## src/rtl/irqres_pkg.sv

```systemverilog
package irqres_pkg;
   localparam int DEST_W  = 8;
   localparam int VEC_W   = 8;
   localparam int MODEL_W = 4;

   localparam logic [2:0]         DM_LOWEST   = 3'b001;
   localparam logic [MODEL_W-1:0] MODEL_FLAT  = 4'hF;
   localparam logic [MODEL_W-1:0] MODEL_CLUST = 4'h0;
   localparam logic [DEST_W-1:0]  DEST_BCAST  = 8'hFF;

   typedef enum logic [1:0] {
      SH_NONE   = 2'b00,
      SH_SELF   = 2'b01,
      SH_ALL    = 2'b10,
      SH_OTHERS = 2'b11
   } shorthand_e;

   typedef struct packed {
      logic [VEC_W-1:0] vec;
      logic [2:0]       dmode;
      logic             logical;
      logic             level;
      logic             trigger;
      shorthand_e       sh;
   } cmd_t;

   function automatic cmd_t decode_lo(input logic [31:0] w);
      cmd_t c;
      c.vec     = w[7:0];
      c.dmode   = w[10:8];
      c.logical = w[11];
      c.level   = w[14];
      c.trigger = w[15];
      c.sh      = shorthand_e'(w[19:18]);
      return c;
   endfunction
endpackage

```

## src/rtl/irqres_lowpick.sv

```systemverilog
module irqres_lowpick #(
   parameter int WIDTH = 8
) (
   input  logic [WIDTH-1:0] in_m,
   output logic [WIDTH-1:0] out_m
);
   assign out_m = in_m & (~in_m + WIDTH'(1));

   always_comb begin
      a_r11_pick_single: assert ($onehot0(out_m) && ((out_m & ~in_m) == '0) &&
                                 ((in_m == '0) == (out_m == '0)));
   end
endmodule

```

## src/rtl/irqres_match.sv

```systemverilog
module irqres_match
   import irqres_pkg::*;
#(
   parameter int N_AGENTS = 8
) (
   input  logic [DEST_W-1:0]           dest,
   input  logic                        logical,
   input  logic [DEST_W*N_AGENTS-1:0]  phys_ids,
   input  logic [DEST_W*N_AGENTS-1:0]  log_ids,
   input  logic [MODEL_W*N_AGENTS-1:0] agent_models,
   output logic [N_AGENTS-1:0]         hit
);
   logic [N_AGENTS-1:0] phys_eq;
   logic [N_AGENTS-1:0] phys_first;
   logic [N_AGENTS-1:0] log_hit;

   for (genvar g = 0; g < N_AGENTS; g++) begin : g_agent
      logic [DEST_W-1:0]  lid;
      logic [MODEL_W-1:0] mdl;
      logic               flat_ok;
      logic               clust_ok;
      assign lid        = log_ids[g*DEST_W +: DEST_W];
      assign mdl        = agent_models[g*MODEL_W +: MODEL_W];
      assign phys_eq[g] = (phys_ids[g*DEST_W +: DEST_W] == dest);
      assign flat_ok    = |(dest & lid);
      assign clust_ok   = (dest[7:4] == lid[7:4]) && |(dest[3:0] & lid[3:0]);
      assign log_hit[g] = (mdl == MODEL_FLAT)  ? flat_ok :
                          (mdl == MODEL_CLUST) ? clust_ok : 1'b0;
   end

   irqres_lowpick #(.WIDTH(N_AGENTS)) u_phys_pick (
      .in_m  (phys_eq),
      .out_m (phys_first)
   );

   assign hit = logical              ? log_hit :
                (dest == DEST_BCAST) ? {N_AGENTS{1'b1}} : phys_first;
endmodule

```

## src/rtl/irq_target_resolver.sv

```systemverilog
module irq_target_resolver
   import irqres_pkg::*;
#(
   parameter int N_AGENTS = 8,
   localparam int SIDX_W  = (N_AGENTS > 1) ? $clog2(N_AGENTS) : 1
) (
   input  logic                        clk,
   input  logic                        rst_n,
   input  logic                        cmd_lo_we,
   input  logic [31:0]                 cmd_lo,
   input  logic                        cmd_hi_we,
   input  logic [31:0]                 cmd_hi,
   input  logic [SIDX_W-1:0]           sender_idx,
   input  logic [DEST_W*N_AGENTS-1:0]  phys_ids,
   input  logic [DEST_W*N_AGENTS-1:0]  log_ids,
   input  logic [MODEL_W*N_AGENTS-1:0] agent_models,
   output logic                        tgt_valid,
   output logic [N_AGENTS-1:0]         tgt_mask,
   output logic [VEC_W-1:0]            tgt_vector,
   output logic [2:0]                  tgt_dmode,
   output logic                        tgt_logical,
   output logic                        tgt_level,
   output logic                        tgt_trigger
);
   if (N_AGENTS < 2 || N_AGENTS > 256) begin : g_bad_n
      $error("irq_target_resolver: N_AGENTS must lie in 2..256");
   end

   logic [31:0]         hi_q;
   logic [31:0]         hi_eff;
   cmd_t                cmd;
   logic [N_AGENTS-1:0] dest_hit;
   logic [N_AGENTS-1:0] sender_oh;
   logic [N_AGENTS-1:0] sh_mask;
   logic [N_AGENTS-1:0] low_mask;
   logic [N_AGENTS-1:0] final_mask;

   assign hi_eff    = cmd_hi_we ? cmd_hi : hi_q;
   assign cmd       = decode_lo(cmd_lo);
   assign sender_oh = N_AGENTS'(1) << sender_idx;

   irqres_match #(.N_AGENTS(N_AGENTS)) u_match (
      .dest         (hi_eff[31:24]),
      .logical      (cmd.logical),
      .phys_ids     (phys_ids),
      .log_ids      (log_ids),
      .agent_models (agent_models),
      .hit          (dest_hit)
   );

   always_comb begin
      unique case (cmd.sh)
         SH_SELF:   sh_mask = sender_oh;
         SH_ALL:    sh_mask = {N_AGENTS{1'b1}};
         SH_OTHERS: sh_mask = ~sender_oh;
         default:   sh_mask = dest_hit;
      endcase
   end

   irqres_lowpick #(.WIDTH(N_AGENTS)) u_low_pick (
      .in_m  (sh_mask),
      .out_m (low_mask)
   );

   assign final_mask = (cmd.dmode == DM_LOWEST) ? low_mask : sh_mask;

   always_ff @(posedge clk) begin
      if (!rst_n) begin
         hi_q        <= '0;
         tgt_valid   <= 1'b0;
         tgt_mask    <= '0;
         tgt_vector  <= '0;
         tgt_dmode   <= '0;
         tgt_logical <= 1'b0;
         tgt_level   <= 1'b0;
         tgt_trigger <= 1'b0;
      end else begin
         if (cmd_hi_we) hi_q <= cmd_hi;
         tgt_valid   <= cmd_lo_we;
         tgt_mask    <= cmd_lo_we ? final_mask  : '0;
         tgt_vector  <= cmd_lo_we ? cmd.vec     : '0;
         tgt_dmode   <= cmd_lo_we ? cmd.dmode   : '0;
         tgt_logical <= cmd_lo_we ? cmd.logical : 1'b0;
         tgt_level   <= cmd_lo_we ? cmd.level   : 1'b0;
         tgt_trigger <= cmd_lo_we ? cmd.trigger : 1'b0;
      end
   end

   a_r1_strobe_follows: assert property (@(posedge clk) disable iff (!rst_n)
      cmd_lo_we |=> tgt_valid);
   a_r1_no_stray: assert property (@(posedge clk) disable iff (!rst_n)
      !cmd_lo_we |=> (!tgt_valid && tgt_mask == '0));
   a_r2_vector: assert property (@(posedge clk) disable iff (!rst_n)
      cmd_lo_we |=> (tgt_vector == $past(cmd_lo[7:0]) && tgt_dmode == $past(cmd_lo[10:8])));
   a_r8_self_only: assert property (@(posedge clk) disable iff (!rst_n)
      (cmd_lo_we && cmd_lo[19:18] == 2'b01) |=> tgt_mask == $past(sender_oh));
   a_r9_all: assert property (@(posedge clk) disable iff (!rst_n)
      (cmd_lo_we && cmd_lo[19:18] == 2'b10 && cmd_lo[10:8] != DM_LOWEST) |=> (&tgt_mask));
   a_r10_not_self: assert property (@(posedge clk) disable iff (!rst_n)
      (cmd_lo_we && cmd_lo[19:18] == 2'b11) |=> (tgt_mask & $past(sender_oh)) == '0);
   a_r11_lowest_single: assert property (@(posedge clk) disable iff (!rst_n)
      (tgt_valid && tgt_dmode == DM_LOWEST) |-> $onehot0(tgt_mask));
endmodule

```

## config.mk

```make
export PLATFORM = sky130hd
export DESIGN_NAME = irq_target_resolver
export DESIGN_NICKNAME = d
export VERILOG_FILES = /design/src/rtl/irqres_pkg.sv /design/src/rtl/irqres_lowpick.sv /design/src/rtl/irqres_match.sv /design/src/rtl/irq_target_resolver.sv
export SDC_FILE = /design/constraint.sdc
export NUM_CORES = 1
export LEC_CHECK = 0
export ABC_AREA = 1
export ABC_CLOCK_PERIOD_IN_PS = 5050
export CAP_MARGIN = 15
export CORE_ASPECT_RATIO = 1.75
export CORE_UTILIZATION = 25
export DETAILED_ROUTE_END_ITERATION = 8
export GPL_TIMING_DRIVEN = 0
export HOLD_SLACK_MARGIN = 0.02
export MAX_ROUTING_LAYER = met4
export PLACE_DENSITY = 0.68
export SLEW_MARGIN = 25
export SYNTH_ARGS = -nofsm -noshare
export SYNTH_HDL_FRONTEND = slang
export SYNTH_SLANG_ARGS = --single-unit
```

## constraint.sdc

```tcl
create_clock -name clk -period 5.05 [get_ports clk]
set_input_delay 0.505 -clock clk [delete_from_list [all_inputs] [get_ports clk]]
set_output_delay 0.505 -clock clk [all_outputs]
set_load 0.01 [all_outputs]
```

==> out/summary.txt <==
vias per cell = 4.428
simple-gate area share of the yosys netlist = 48.44%
fillcell total = 1563
CP endpoint kind = flip-flop
DP HPWL = 12420 µm
Power, Total = 1008 µW
Arrival @ worst endpoint = 2970 ps
ANT cells = 0
WP data required = 5220 ps
CP Max Fanout = 17
placed instance area = 6136 µm²
mux contribution to synthesized area = 0%
Adder-Cell Fraction of Synth Area = 10.52%
Hold Crit Depth = 4
status = completed
Post-Route WL = 14640 µm
RSZ-0062 raised after global routing = no
CTS buffer count = 5
max capacitance violation total = 0
fin cells = 1057
# hold bufs at CTS = 0
final setup violation count = 0
Syn Std Cell Area = 3805 µm²
setup TNS = 0 ps
worst-margin pin slew = 811.0 ps
Synth async-reset ratio = 0%
first-pass GRT wire length = 22780 µm
area delta synth->final = 65.04%
remaining routing DRC violations = 0
Post-synth EDFFs = 0
most used cell, CP = nand2_1
Area contributors post-synth = nand2_1, dfxtp_1, ha_1, inv_1, nor2_1
library cells used by synthesis = 36
CP Launch Type = input port
Final Cell Area = 6280 µm²
Synth Area in Compound Gates = 5.656%
Final Wtd Congestion = 0.8066
Peak supply drop = 0.1044 mV
max incr delay on CP = 500 ps
DRT Pass-1 Iters = 4
Post-synth top cells = nand2_1, inv_1, nor2_1, ha_1
Worst-path clk slew = 50 ps
row cnt = 59
Final period util = 55.40%
antenna-violating nets left = 0
PwrDens = 160.6 nW/µm²
Reg2Reg Depth = 13
Syn. warnings = 0
Worst Hold Class = reg -> reg
nets = 1137
CP Class = in -> reg
vias in the first global route = 4743
buffer count from post-CTS setup fixing = 0
Die ar. = 15740 µm²
critical-path cell list = clkdlybuf4s50_1 -> nand2_1 -> nand2_2 -> ha_1 -> nor4_1 -> nand2_1 -> o21ai_0 -> nand2_1 -> a21oi_1 -> nand2_1 -> nand2_1 -> nand2_1 -> nand3_1 -> nor2_1
Synth Instances = 657
Worst Hold Path EP = hi_q[31]
sequential area share after synthesis = 16.31%
CORE AREA = 14840 µm²
Die Y = 165.2 µm
DP Cell Count = 1050
Root Driver = clkbuf_16
Seq cells post-synth = 31
Final min period = 2798 ps
Post-Synth XOR/XNOR Area = 6.445%
io pins = 254
Main synth FF type = dfxtp_1
syn_nets = 920
largest net degree at the start of global routing = 18
DRT iter0 DRCs = 123
post-synth top area share = 23.78%
Post-CTS Resized = 0
CP max-delay cell = clkdlybuf4s50_1
slew margin rel. = 45.51%
Clock Sinks = 31
Die X-Extent = 95.26 µm
endpoints failing hold = 0
Leak = 0.003109 µW
origin of the critical flop-to-flop path = hi_q[28]
via count = 4680
Port Buffer Count = 210
initial antenna violation count = 0
worst skew pair latency = 270 ps
largest family of logic cells by synthesized area = simple AND/OR/NAND/NOR gates
clk_skew = 4.865 ps
Syn Area/Cell = 5.791 µm²
GRT overflow = 0
achievable frequency = 357.4 MHz
CTS tree = built
starting density of the core = 25.64%
Final Max Slew Viols = 0
reg2reg setup slack = 2670 ps
All-Layer GR Usage = 19.79%
H-tree levels = 2
reg2reg end = tgt_mask[7]
ratio of cells with drive above 1 in the final layout = 6.064%
clock tree buffer depth = 2
Routed WL per cell = 13.85 µm
count leader, synth = nand2_1
HP Start = hi_q[31]
area leader, netlist = nand2_1
[state kept, by name (all words and copies together), names as in the netlist]
signal,cells
tgt_level,1
tgt_dmode,3
tgt_trigger,1
hi_q,8
tgt_vector,8
tgt_logical,1
tgt_mask,8
tgt_valid,1
[metrics by stage]
step,setup WS [ps],utilization [%],hold slack (ps)
final,2252,42.32,612.8
after global placement,1954,41.35,610.6
after CTS,2227,42.32,619.9
after floorplan,2753,-,552.8
after global routing,1937,42.32,654.2
after detailed placement,1944,41.35,609.1
[worst max-delay path, delay by kind of cell]
kind / cells / cell delay [ps]
AND/OR/NAND/NOR: 10 / 1400
buffers and inverters: 1 / 500
adder cells (fa/ha/maj): 1 / 330
AO/OA/AOI/OAI: 2 / 220
[kinds of logic (layout without fill, tap and decap cells)]
kind of cell             after synthesis  in the layout
AND/OR/NAND/NOR                      419            419
adder cells (fa/ha/maj)               32             32
XOR/XNOR                              28             28
flip-flops                            31             31
buffers and inverters                113            330
AO/OA/AOI/OAI                         34             34
[layout make-up]
type / instances / area [µm²] / area share, %
inverter: 103 / 391.6 / 6.236
tap: 183 / 229.0 / 3.646
clock inverter: 1 / 5.005 / 0.07970
sequential: 31 / 620.6 / 9.882
clock buffer: 6 / 138.9 / 2.212
multi-input combinational: 513 / 2704 / 43.06
buffer: 10 / 88.84 / 1.415
timing repair buffer: 210 / 2102 / 33.47
[how the worst max path moves through the flow]
stage	from	end	slack, ps	cells past startpoint
after floorplan	cmd_hi_we	tgt_mask[4]	2750	14
after global placement	cmd_hi[31]	tgt_mask[4]	1950	15
after detailed placement	cmd_hi[31]	tgt_mask[4]	1940	13
after CTS	cmd_hi[31]	tgt_mask[4]	2230	13
after global routing	cmd_hi[28]	tgt_mask[7]	1940	14
final	cmd_hi[28]	tgt_mask[7]	2250	14
[placed cells by master (no fill, tap or decap), types with 12 or more instances in the layout]
cell | netlist | layout
nand2_1 | 241 | 241
clkdlybuf4s50_1 | 0 | 210
inv_1 | 100 | 100
nor2_1 | 78 | 78
ha_1 | 32 | 32
nand3_1 | 31 | 31
dfxtp_1 | 31 | 31
nand2_2 | 17 | 17
nor4_1 | 16 | 16
xor2_1 | 14 | 14
xnor2_1 | 14 | 14
a21oi_1 | 14 | 14
nand2_4 | 12 | 12
[power by group]
part	leakage (µW)	total, µW	switching, µW	internal, µW
Sequential	0.000255	262	4.85	258
Combinational	0.00278	450	212	238
Clock	0.0000727	297	104	192
[per-layer routing]
| metal | track usage, % | wire, µm |
|---|---|---|
| met3 | 1.511 | 502 |
| met4 | 9.366 | 569 |
| met5 | - | 0 |
| met1 | 19.32 | 5340 |
| met2 | 38.21 | 8231 |
(Power assumes the default switching activity.)
